**src/rtl/rptx_pkg.sv**
```systemverilog
package rptx_pkg;

  localparam int DATA_W = 5;

  typedef logic [DATA_W-1:0] xdat_t;

  // combined jam: port flags always count, collisions only when not self-caused
  function automatic logic f_jam_merge(input logic any_port_jam,
                                       input logic collision,
                                       input logic jam_qualified);
    return any_port_jam | (collision & ~jam_qualified);
  endfunction

  // value to put on the bus pins for a given enable
  function automatic xdat_t f_bus_value(input logic oe, input xdat_t d);
    return oe ? d : '0;
  endfunction

endpackage

```
**src/rtl/rptx_qual.sv**
```systemverilog
module rptx_qual #(
  parameter int N = 4
) (
  input  logic clk,
  input  logic rst_n,
  input  logic raw_active,
  output logic q,
  output logic q_nx
);
  localparam int CW = $clog2(N + 1);
  localparam logic [CW-1:0] FULL = CW'(N);

  logic [CW-1:0] run_q;
  logic [CW-1:0] run_nx;

  // saturating run length of consecutive active samples
  function automatic logic [CW-1:0] f_run(input logic [CW-1:0] r, input logic a);
    if (!a)         return '0;
    if (r == FULL)  return r;
    return r + 1'b1;
  endfunction

  assign run_nx = f_run(run_q, raw_active);
  assign q_nx   = (run_nx == FULL);

  always_ff @(posedge clk or negedge rst_n) begin
    if (!rst_n) begin
      run_q <= '0;
      q     <= 1'b0;
    end else begin
      run_q <= run_nx;
      q     <= q_nx;
    end
  end
endmodule

```
**src/rtl/rptx_drive.sv**
```systemverilog
module rptx_drive
  import rptx_pkg::*;
(
  input  logic  clk,
  input  logic  rst_n,
  input  logic  grant_nx,
  input  xdat_t tx_data,
  output logic  oe,
  output xdat_t d_out,
  output logic  clk_fwd
);
  xdat_t data_q;

  always_ff @(posedge clk or negedge rst_n) begin
    if (!rst_n) begin
      oe     <= 1'b0;
      data_q <= '0;
    end else begin
      oe     <= grant_nx;
      data_q <= tx_data;
    end
  end

  assign d_out   = f_bus_value(oe, data_q);
  // oe changes just after the rising edge, while ~clk is low: no glitch
  assign clk_fwd = oe & ~clk;
endmodule

```
**src/rtl/rptx_jam.sv**
```systemverilog
module rptx_jam
  import rptx_pkg::*;
#(
  parameter int NPORT = 8
) (
  input  logic             jam_qual,
  input  logic [NPORT-1:0] port_jam,
  input  logic             collision,
  output logic             jam_out,
  output logic [NPORT-1:0] jam_req
);
  logic any_port;

  assign any_port = |port_jam;
  assign jam_out  = f_jam_merge(any_port, collision, jam_qual);

  for (genvar p = 0; p < NPORT; p++) begin : g_fan
    assign jam_req[p] = jam_qual;
  end
endmodule

```
**src/rtl/rptx_rx.sv**
```systemverilog
module rptx_rx
  import rptx_pkg::*;
(
  input  logic  clk,
  input  logic  rst_n,
  input  logic  crs,
  input  xdat_t d_in,
  output logic  valid,
  output xdat_t data
);
  always_ff @(posedge clk or negedge rst_n) begin
    if (!rst_n) begin
      valid <= 1'b0;
      data  <= '0;
    end else begin
      valid <= crs;
      data  <= f_bus_value(crs, d_in);
    end
  end
endmodule

```
**src/rtl/rptx_xport.sv**
```systemverilog
module rptx_xport
  import rptx_pkg::*;
#(
  parameter int NPORT        = 8,
  parameter int FILT_SAMPLES = 4
) (
  input  logic                     clk,
  input  logic                     rst_n,
  input  logic                     tx_req,
  input  logic [DATA_W-1:0]        tx_data,
  input  logic                     bus_en_n,
  input  logic                     jam_in,
  input  logic                     bus_crs,
  input  logic [DATA_W-1:0]        bus_d_in,
  input  logic [NPORT-1:0]         port_integrity_jam,
  input  logic                     int_collision,
  output logic [DATA_W-1:0]        bus_d_out,
  output logic                     bus_d_oe,
  output logic                     bus_clk_out,
  output logic                     any_act,
  output logic                     data_act,
  output logic                     jam_out,
  output logic [NPORT-1:0]         jam_req,
  output logic                     rx_valid,
  output logic [DATA_W-1:0]        rx_data
);
  // named internal events
  logic en_qual, en_qual_nx;
  logic jam_qual, jam_qual_nx;
  logic drive_grant_nx;

  rptx_qual #(.N(FILT_SAMPLES)) u_en_filt (
    .clk(clk), .rst_n(rst_n), .raw_active(~bus_en_n),
    .q(en_qual), .q_nx(en_qual_nx)
  );

  rptx_qual #(.N(FILT_SAMPLES)) u_jam_filt (
    .clk(clk), .rst_n(rst_n), .raw_active(jam_in),
    .q(jam_qual), .q_nx(jam_qual_nx)
  );

  assign drive_grant_nx = en_qual_nx & tx_req;

  rptx_drive u_drive (
    .clk(clk), .rst_n(rst_n), .grant_nx(drive_grant_nx), .tx_data(tx_data),
    .oe(bus_d_oe), .d_out(bus_d_out), .clk_fwd(bus_clk_out)
  );

  rptx_jam #(.NPORT(NPORT)) u_jam (
    .jam_qual(jam_qual), .port_jam(port_integrity_jam),
    .collision(int_collision), .jam_out(jam_out), .jam_req(jam_req)
  );

  rptx_rx u_rx (
    .clk(clk), .rst_n(rst_n), .crs(bus_crs), .d_in(bus_d_in),
    .valid(rx_valid), .data(rx_data)
  );

  assign any_act  = tx_req;
  assign data_act = en_qual;

  logic unused_nx;
  assign unused_nx = jam_qual_nx;
endmodule

```
**config.mk**
```make
export PLATFORM = sky130hd
export DESIGN_NAME = rptx_xport
export DESIGN_NICKNAME = d
export VERILOG_FILES = /design/src/rtl/rptx_pkg.sv /design/src/rtl/rptx_qual.sv /design/src/rtl/rptx_drive.sv /design/src/rtl/rptx_jam.sv /design/src/rtl/rptx_rx.sv /design/src/rtl/rptx_xport.sv
export SDC_FILE = /design/constraint.sdc
export NUM_CORES = 1
export LEC_CHECK = 0
export BUFFER_PORTS_ARGS = -buffer_cell sky130_fd_sc_hd__buf_2
export CAP_MARGIN = 20
export CORE_ASPECT_RATIO = 1.4
export CORE_MARGIN = 4
export CORE_UTILIZATION = 38
export CTS_CLUSTER_SIZE = 40
export DETAILED_ROUTE_END_ITERATION = 7
export PLACE_DENSITY = 0.71
export SETUP_SLACK_MARGIN = 0.15
export SKIP_LAST_GASP = 1
export SLEW_MARGIN = 15
export SYNTH_ARGS = -nofsm -noshare
export SYNTH_HDL_FRONTEND = slang
export SYNTH_SLANG_ARGS = --single-unit
```
**constraint.sdc**
```tcl
create_clock -name clk -period 3 [get_ports clk]
set_input_delay 0.6 -clock clk [delete_from_list [all_inputs] [get_ports clk]]
set_output_delay 0.6 -clock clk [all_outputs]
set_load 0.005 [all_outputs]
```
After elaboration in Yosys (flattened, before gate mapping)
Cells that the tools add are included.
{"block": "classes", "reduce_logical": 1, "add_sub_neg": 2, "bitwise_logic": 6, "n_eq_ne": 4, "mux": 14}
{"operator": "3-bit two-way mux", "n": 8}
{"operator": "3-bit equality test, second input constant", "n": 4}
{"operator": "5-bit two-way mux", "n": 2}
{"operator": "8-bit OR reduction", "n": 1}
{"operator": "3-bit by 1-bit adder with 3-bit output, second input constant", "n": 2}
{"operator": "1-bit two-way mux", "n": 4}
{"operator": "1-bit AND", "n": 3}
{"operator": "1-bit inverter", "n": 2}
{"operator": "1-bit OR", "n": 1}
{"block": "totals", "reg_bits": 20, "output_inout_bits": 24}

Depth between registers and ports, before layout
Gate-level depths: netlist (run 1).
{"block": "logic_depth", "depth_word": 7, "depth_mapped": 5, "ltp_nobuf": 5}

Modules after synthesis
A second synthesis (run 1) with hierarchy kept.
{"block": "unflattened", "cells_unflattened": 76, "hier_area_um2": 903.4}
{"mod": "rptx_qual", "cells_each": 19, "area_per_inst_um2": 209.0, "instances": 2}
{"mod": "rptx_drive", "cells_each": 12, "area_per_inst_um2": 196.4, "instances": 1}
{"mod": "rptx_rx", "cells_each": 11, "area_per_inst_um2": 181.4, "instances": 1}
{"mod": "rptx_jam", "cells_each": 12, "area_per_inst_um2": 90.1, "instances": 1}
{"mod": "rptx_xport", "cells_each": 3, "area_per_inst_um2": 17.5, "instances": 1}

==> flow_metrics.py, run 1 <==
metrics = {
    "grt": {
        "globalRouteOverflowTotal": 0,
        "grt_pass1_vias": 761,
        "antenna_found_initial": 0,
        "use_met3_pct": 8.28,
        "busiest_layer": "met2",
        "grtUsageTotal_pct": 12.1,
        "grt_max_degree": 21,
        "grt_first_pass_wirelength_mm": 2.95,
        "met1_usage_pct": 11.1,
        "use_met2_pct": 18.5,
    },
    "power_and_ir_drop": {
        "power.leakage_nw": 0.648,
        "totalPowerFinal_mw": 0.591,
        "max-vdd-ir-drop_mv": 0.305,
        "p_per_area_nw_per_um2": 524,
    },
    "detailed_routing": {
        "drt-total-wl_mm": 1.65,
        "via_count": 683,
        "drt.antenna.violating_nets": 0,
        "wl_per_cell_um": 11.5,
        "route.detailed.drc": 0,
        "drtIter0Drc": 4,
        "viasPerCell": 4.78,
        "first_pass_iters": 2,
    },
    "finish": {
        "mostFrequentLayoutCell": "buf_2",
        "syn2layout_area_growth_pct": 29.8,
        "final_util_pct": 51.8,
        "n_antenna_cell": 0,
        "fillCellCount": 195,
        "fin_nets": 151,
        "final_cell_mix": "buf_2, dfrtp_1, and2_1",
        "register_area_um2": 500,
        "layout-drive-gt1-share_pct": 47.1,
        "final_area_um2": 1130,
        "multi_input_comb_area_um2": 282,
    },
    "place": {
        "place_area_um2": 1070,
        "gp_congestion": 0.685,
        "hpwl_mm": 1.30,
        "portBuffers": 48,
    },
    "timing": {
        "finalHoldViolCount": 0,
        "setup_tns_ns": 0,
        "setup_viol": 0,
        "fin_skew_ns": 0.00126,
        "max-slew-margin-rel_pct": 71.4,
        "rsz0062_at_grt": "no",
        "final_max_slew_viol_count": 0,
        "tightest_slew_ns": 0.430,
    },
    "yosys": {
        "synth_cell_types": 24,
        "synth-seq-area-share_pct": 57.6,
        "syn_area_um2": 868,
        "netlist_instances": 75,
        "synth-seq-cells": 20,
        "yosysWarningCount": 0,
        "syn_area_per_cell_um2": 11.6,
        "syn-num-nets": 104,
    },
    "clock_tree": {
        "post_cts_buffers": 0,
        "clk_pin_slew_ns": 0.11,
        "cts_tree": "yes",
        "ctsHoldBuffers": 0,
        "cts_resized": 0,
        "insertion_delay_ns": 0.40,
    },
    "setup_path": {
        "critPathCaptureType": "primary output",
        "path_max_fanout": 2,
        "required_ns": 2.40,
        "arrival_ns": 1.96,
        "timing.rr.start": "u_en_filt.run_q[0]$_DFF_PN0_",
        "path_class": "clk2out",
        "r2r_cells": 5,
        "r2r_end": "u_drive.oe$_DFF_PN0_",
        "r2r_setup_slack_ns": 1.38,
        "startpoint_type": "clock port",
    },
    "die": {
        "initial_core_util_pct": 39.9,
        "rows": 20,
        "core_area_um2": 2180,
        "fp.dieArea_um2": 3120,
        "die_h_um": 64.6,
        "io_pins": 49,
        "fp.dieW_um": 48.4,
    },
    "outcome": {
        "status": "complete, no violations",
    },
    "worst_hold_path": {
        "hp-class": "in2async",
    },
    "run": {
        "cap_violations": 0,
    },
}
## where the power goes
part | internal, mW | leakage, nW | total (mW) | switching, mW
clock network | 0.119 | 0.0426 | 0.209 | 0.0902
logic | 0.0425 | 0.351 | 0.0817 | 0.0392
registers | 0.288 | 0.254 | 0.301 | 0.0123
total | 0.450 | 0.648 | 0.591 | 0.142
## worst max path at each step
| stage | start | to | slack (ns) | cells after the start |
|---|---|---|---|---|
| after global placement | clk | bus_clk_out | 0.72 | 2 |
| after detailed placement | clk | bus_clk_out | 0.72 | 2 |
| after CTS | clk | bus_clk_out | 0.42 | 4 |
| after global routing | clk | bus_clk_out | 0.43 | 4 |
| after floorplan | clk | bus_clk_out | 0.79 | 1 |
| final | clk | bus_clk_out | 0.44 | 4 |
## cells by family (layout without fill, tap and decap cells)
| logic type | after synthesis | after routing | synth area share (%) |
|---|---|---|---|
| compound gates | 6 | 6 | 4.03 |
| flops | 20 | 20 | 57.6 |
| mux | 1 | 1 | 1.15 |
| simple gates | 29 | 29 | 20.5 |
| xor+xnor | 1 | 1 | 1.01 |
| buf+inv | 14 | 60 | 9.94 |
| fa+ha+maj | 4 | 4 | 5.76 |
## flip-flops by register name (all words and copies together), names as in the netlist
| signal | count |
|---|---|
| u_rx.data | 5 |
| u_en_filt.run_q | 3 |
| u_en_filt.q | 1 |
| u_jam_filt.q | 1 |
| u_rx.valid | 1 |
| u_drive.oe | 1 |
| u_jam_filt.run_q | 3 |
| u_drive.data_q | 5 |
## metal layers
layer  part of all wire, %  up-vias
met5                     0        -
met4                  0.61        0
met3                    17        2
met2                    46       45
met1                    36      307
li1                      -      329
## final cells by class
class,instances,area share (%)
clock buffers,8,5.66
inverters,5,1.66
multi-input cells,41,25.0
flip-flops and latches,20,44.4
well taps,22,2.44
repair buffers,47,20.9
## cells in the mapped netlist
| cell | count | area [µm²] |
|---|---|---|
| a21oi_1 | 2 | 10.0 |
| a31oi_1 | 2 | 12.5 |
| and2_1 | 11 | 68.8 |
| and3_1 | 1 | 6.26 |
| and3b_2 | 1 | 10.0 |
| and4b_1 | 1 | 10.0 |
| buf_4 | 9 | 67.6 |
| dfrtp_1 | 20 | 500 |
| ha_1 | 4 | 50.1 |
| inv_1 | 5 | 18.8 |
| mux2i_1 | 1 | 10.0 |
| nand2_1 | 2 | 7.51 |
| nand2b_1 | 1 | 6.26 |
| nand3_1 | 1 | 5.00 |
| nor2_1 | 4 | 15.0 |
| nor2b_1 | 1 | 6.26 |
| nor3_1 | 1 | 5.00 |
| nor3b_1 | 1 | 7.51 |
| nor4_1 | 2 | 12.5 |
| o21a_1 | 1 | 7.51 |
| o21ai_0 | 1 | 5.00 |
| or2b_2 | 1 | 8.76 |
| or3b_1 | 1 | 8.76 |
| xnor2_1 | 1 | 8.76 |
## stage by stage
stage                     worst slack [ns]  hold slack, ns  cells
after floorplan                      0.785           0.304     75
after global placement               0.720           0.499    136
after detailed placement             0.720           0.529    136
after CTS                            0.423           0.129    143
after global routing                 0.429           0.136    143
final                                0.435           0.118    143
## critical path: stages
cell and delay [ns]:
clkbuf_4 0.10, clkbuf_4 0.12, nor2b_1 0.11, buf_2 0.13
Power figures use the tool's default switching activity.
==> run 2: changes to the inputs <==
Settings changed: ABC_AREA set to 1, PLACE_DENSITY 0.71 to 0.7.
==> run 2 against run 1 <==
  * Critical path depth unchanged
  * Cell count increased by 16%
  * Register-to-register slack improved by 0.34 ns
  * Worst setup slack improved by 0.051 ns
  * Total power decreased by 0.52%
  * Clock power decreased by 2%
  * Via count increased by 8.6%
  * Synthesized cell count increased by 31%
  * Critical path type unchanged
==> flow_metrics.py, run 2 <==
metrics = {
    "die": {
        "fp.dieArea_um2": 3210,
        "die_h_um": 65.4,
        "io_pins": 49,
        "core_area_um2": 2200,
        "initial_core_util_pct": 40.6,
        "rows": 20,
        "fp.dieW_um": 49.0,
    },
    "yosys": {
        "synth_cell_types": 13,
        "ys_top_cells_by_count": "inv_1, nand2_1, dfrtp_1",
        "yosysWarningCount": 0,
        "yosys.area.top_type_share_pct": 55.9,
        "synth-seq-area-share_pct": 55.9,
        "synth-seq-cells": 20,
        "syn-num-nets": 127,
        "syn_area_um2": 895,
        "async_flop_share_pct": 100,
        "synth_area_leader_cell": "dfrtp_1",
        "netlist_instances": 98,
        "synth_area_leaders": "dfrtp_1, inv_1, nand2_1",
        "syn_area_per_cell_um2": 9.13,
        "synth_ff_type": "dfrtp_1",
        "synth-edff-count": 0,
    },
    "detailed_routing": {
        "drt-total-wl_mm": 1.71,
        "route.detailed.drc": 0,
        "viasPerCell": 4.47,
        "first_pass_iters": 3,
        "drtIter0Drc": 10,
        "via_count": 742,
        "drt.antenna.violating_nets": 0,
        "wl_per_cell_um": 10.3,
    },
    "power_and_ir_drop": {
        "max-vdd-ir-drop_mv": 0.260,
        "p_switching_mw": 0.145,
        "swShare_pct": 24.6,
        "clkPwrFrac_pct": 34.9,
        "p_per_area_nw_per_um2": 510,
        "p_comb_share_pct": 14.2,
        "power.leakage_nw": 0.756,
        "sequentialPowerShare_pct": 50.8,
        "power.internal_mw": 0.444,
    },
    "grt": {
        "grt_first_pass_wirelength_mm": 2.99,
        "antenna_found_initial": 0,
        "grtUsageTotal_pct": 12.1,
        "globalRouteOverflowTotal": 0,
        "grt_pass1_vias": 760,
        "grt_max_degree": 21,
    },
    "timing": {
        "setup_viol": 0,
        "finalHoldViolCount": 0,
        "tightest_slew_ns": 0.440,
        "final_max_slew_viol_count": 0,
        "max-slew-margin-rel_pct": 70.6,
        "setup_tns_ns": 0,
        "rsz0062_at_grt": "no",
        "fin_skew_ns": 0.000750,
    },
    "setup_path": {
        "critPathCaptureType": "primary output",
        "required_ns": 2.40,
        "path_max_fanout": 2,
        "path_class": "clk2out",
        "startpoint_type": "clock port",
        "arrival_ns": 1.91,
    },
    "worst_hold_path": {
        "hp-class": "in2async",
    },
    "run": {
        "cap_violations": 0,
    },
    "finish": {
        "reg_top3": "u_drive.data_q x5, u_rx.data x5",
        "n_antenna_cell": 0,
        "final_area_um2": 1150,
        "syn2layout_area_growth_pct": 29.0,
        "mostFrequentLayoutCell": "buf_2",
        "final_util_pct": 52.4,
        "layout-drive-gt1-share_pct": 43.8,
        "final_cell_mix": "buf_2, inv_1, nand2_1",
        "fin_nets": 174,
    },
    "clock_tree": {
        "cts_resized": 0,
        "post_cts_buffers": 0,
        "ctsHoldBuffers": 0,
        "clk_pin_slew_ns": 0.11,
        "cts_tree": "yes",
        "insertion_delay_ns": 0.40,
    },
    "place": {
        "gp_congestion": 0.807,
        "portBuffers": 48,
        "hpwl_mm": 1.41,
        "place_area_um2": 1090,
    },
    "outcome": {
        "status": "complete, no violations",
    },
}
## run 2: cell count changes in the layout (fill, tap and decap cells not counted), moves of 2 or more
| cell | previous run | this run |
|---|---|---|
| nand2_1 | 2 | 21 |
| inv_1 | 5 | 21 |
| and2_1 | 11 | 0 |
| nand3_1 | 1 | 5 |
| inv_2 | 0 | 3 |
| nor2_2 | 0 | 3 |
| a31oi_1 | 2 | 0 |
| nand3_2 | 0 | 2 |
| nor2_1 | 4 | 6 |
| o21ai_1 | 0 | 2 |
## run 2: per-layer routing
metal	up-vias	share of wire [%]	GRT usage [%]
met5	-	0	0
met4	0	0.59	6.40
met3	2	17	7.94
li1	367	-	-
met1	330	36	11.1
met2	43	47	19.9
## run 2: stage by stage
step | hold WS, ns | power [mW] | std cells | setup slack [ns]
after floorplan | 0.304 | 0.355 | 98 | 0.794
after global placement | 0.554 | 0.383 | 159 | 0.728
after detailed placement | 0.564 | 0.390 | 159 | 0.728
after CTS | 0.120 | 0.599 | 166 | 0.477
after global routing | 0.144 | 0.621 | 166 | 0.464
final | 0.125 | 0.588 | 166 | 0.486
## run 2: worst paths after layout
path / startpoint / endpoint / slack (ns) / cells after the start
max: clk / bus_clk_out / 0.49 / 4
min: rst_n / u_rx.valid$_DFF_PN0_ / 0.13 / 1
max reg2reg: u_en_filt.run_q[0]$_DFF_PN0_ / u_en_filt.q$_DFF_PN0_ / 1.72 / 7
min reg2reg: u_jam_filt.run_q[0]$_DFF_PN0_ / u_jam_filt.run_q[0]$_DFF_PN0_ / 0.63 / 3
max in group asynchronous: rst_n / u_drive.oe$_DFF_PN0_ / 2.57 / 1
min in group clk: tx_data[2] / u_drive.data_q[2]$_DFF_PN0_ / 0.30 / 1
## run 2: cells by family (layout without fill, tap and decap cells)
kind of cell | Yosys count | count (layout) | share of synthesized area (%)
flip-flops | 20 | 20 | 55.9
AO/OA/AOI/OAI | 3 | 3 | 1.68
adder cells (fa/ha/maj) | 4 | 4 | 5.59
buffers and inverters | 33 | 79 | 17.6
AND/OR/NAND/NOR | 38 | 38 | 19.2
## run 2: final cells by class
type,instances,area (µm²)
fillers,218,1050
flip-flops and latches,20,500
multi-input cells,45,236
repair buffers,47,235
inverters,24,90.1
clock buffers,8,63.8
well taps,22,27.5
## run 2: power groups by stage
stage | Clock (mW) | Sequential (mW) | Combinational, mW
6_report | 0.205 | 0.299 | 0.0838
5_1_grt | 0.222 | 0.302 | 0.0968
4_1_cts | 0.214 | 0.299 | 0.0855
3_5_place_dp | 0.000752 | 0.304 | 0.0853
3_3_place_gp | 0.000752 | 0.303 | 0.0801
2_1_floorplan | 0.000414 | 0.303 | 0.0511
## run 2: worst max-delay path, cell delays in order
cell and delay [ns]:
clkbuf_4 0.10, clkbuf_4 0.12, nor2_1 0.08, buf_2 0.11
==> run 3: changes to the inputs <==
Settings changed: PLACE_DENSITY 0.7 to 0.73.
Clock period 3 ns to 2.05 ns, I/O delays scaled along.
==> run 3 against run 2 <==
  * Worst setup slack got worse by 0.30 ns
  * Flip-flop and latch count did not move
  * Via count rose by 2.4%
  * Combinational power rose by 47%
  * Total power rose by 48%
  * First-iteration DRC count fell by 90%
  * Core utilization rose by 0.57 points
  * Wire length fell by 5.9%
  * Cell area rose by 1.1%
  * Clock skew barely moved
  * Critical path type unchanged
  * Largest power group unchanged
  * Highest routed layer unchanged
==> flow_metrics.py, run 3 (synthesis results as in run 2) <==
metrics = {
    "timing": {
        "tightest_slew_ns": 0.428,
        "setup_tns_ns": 0,
        "finalHoldViolCount": 0,
        "final_max_slew_viol_count": 0,
        "rsz0062_at_grt": "no",
        "fin_skew_ns": 0.000985,
        "setup_viol": 0,
        "max-slew-margin-rel_pct": 71.4,
    },
    "grt": {
        "antenna_found_initial": 0,
        "grt_pass1_vias": 766,
        "grtUsageTotal_pct": 11.9,
        "grt_max_degree": 21,
        "grt_first_pass_wirelength_mm": 2.99,
        "globalRouteOverflowTotal": 0,
    },
    "clock_tree": {
        "clk_pin_slew_ns": 0.10,
        "cts_tree": "yes",
        "insertion_delay_ns": 0.40,
    },
    "place": {
        "place_area_um2": 1090,
        "hpwl_mm": 1.29,
        "gp_congestion": 0.639,
        "dp.cells": 159,
        "portBuffers": 48,
    },
    "die": {
        "core_area_um2": 2200,
        "initial_core_util_pct": 40.6,
        "fp.dieArea_um2": 3210,
        "io_pins": 49,
        "die_h_um": 65.4,
        "rows": 20,
        "fp.dieW_um": 49.0,
    },
    "setup_path": {
        "path_class": "clk2out",
        "critPathCaptureType": "primary output",
        "r2r_cells": 7,
        "path_max_fanout": 2,
        "timing.rr.start": "u_en_filt.run_q[0]$_DFF_PN0_",
        "required_ns": 1.64,
        "startpoint": "clk",
        "startpoint_type": "clock port",
        "arrival_ns": 1.45,
    },
    "finish": {
        "fillCellCount": 202,
        "syn2layout_area_growth_pct": 30.3,
        "final_cell_count_no_fill": 167,
        "final_area_um2": 1170,
        "n_antenna_cell": 0,
        "final_cell_mix": "buf_2, inv_1, nand2_1",
        "mostFrequentLayoutCell": "buf_2",
        "fin_nets": 175,
        "layout-drive-gt1-share_pct": 44.1,
        "reg_top3": "u_drive.data_q x5, u_rx.data x5",
    },
    "worst_hold_path": {
        "hp-class": "in2reg",
        "hold_depth": 1,
        "min-delay-start": "tx_data[1]",
    },
    "run": {
        "cap_violations": 0,
    },
    "detailed_routing": {
        "wl_per_cell_um": 9.62,
        "drt-total-wl_mm": 1.61,
        "drt.antenna.violating_nets": 0,
        "route.detailed.drc": 0,
        "via_count": 760,
        "viasPerCell": 4.55,
        "first_pass_iters": 4,
        "drtIter0Drc": 1,
    },
    "power_and_ir_drop": {
        "totalPowerFinal_mw": 0.868,
        "max-vdd-ir-drop_mv": 0.450,
        "power.leakage_nw": 0.760,
        "p_per_area_nw_per_um2": 745,
    },
    "outcome": {
        "status": "complete, no violations",
    },
}
-- run 3: cell count changes in the layout (fill, tap and decap cells not counted) --
cell	previous run	this run
nor2_1	6	5
nor2_2	3	4
dlygate4sd3_1	0	1
-- run 3: per-layer routing --
metal,GRT usage (%),up-vias,wire [µm],share of wire (%)
li1,-,372,-,-
met1,12.7,337,575,36
met2,18.6,49,747,46
met3,7.48,2,276,17
met4,4.71,0,7,0.44
met5,0,-,0,0
-- run 3: layout make-up --
class                   count  area, µm²  area share [%]
clock buffers               8       63.8            5.47
inverters                  24       90.1            7.73
repair buffers             48        245            21.0
flip-flops and latches     20        500            42.9
well taps                  22       27.5            2.36
multi-input cells          45        239            20.5
-- run 3: worst paths after layout --
| check | end | slack (ns) |
|---|---|---|
| setup / recovery | bus_clk_out | 0.19 |
| setup reg to reg | u_en_filt.q$_DFF_PN0_ | 0.82 |
| max in group asynchronous | u_drive.data_q[4]$_DFF_PN0_ | 1.29 |
| hold / removal | u_drive.data_q[1]$_DFF_PN0_ | 0.11 |
| min in group asynchronous | u_rx.valid$_DFF_PN0_ | 0.47 |
| hold reg to reg | u_jam_filt.run_q[0]$_DFF_PN0_ | 0.60 |
-- run 3: power breakdown --
part	leakage [nW]	switching, mW	total [mW]	internal (mW)
Combinational	0.463	0.0665	0.123	0.0564
Clock	0.0423	0.135	0.309	0.174
Sequential	0.255	0.0156	0.437	0.421
-- run 3: through the flow --
| step | hold slack [ns] | util (%) | worst slack, ns |
|---|---|---|---|
| 2_1_floorplan | 0.114 | - | 0.509 |
| 3_3_place_gp | 0.364 | 49.7 | 0.443 |
| 3_5_place_dp | 0.376 | 49.7 | 0.443 |
| 4_1_cts | 0.0986 | 53.0 | 0.161 |
| 5_1_grt | 0.0772 | 53.0 | 0.161 |
| 6_report | 0.107 | 53.0 | 0.190 |
-- run 3: worst max-delay path: stages --
cell	delay [ns]
clkbuf_4	0.11
clkbuf_4	0.13
nor2_2	0.08
buf_2	0.11
-- run 3: repair_timing --
item / 4_1_cts / 5_1_grt
endpoints found under the setup margin: 1 / 0
gates resized for setup: 1 / 0
setup buffers: 0 / 0
endpoints found under the hold margin: 20 / 0
hold buffers: 1 / 0
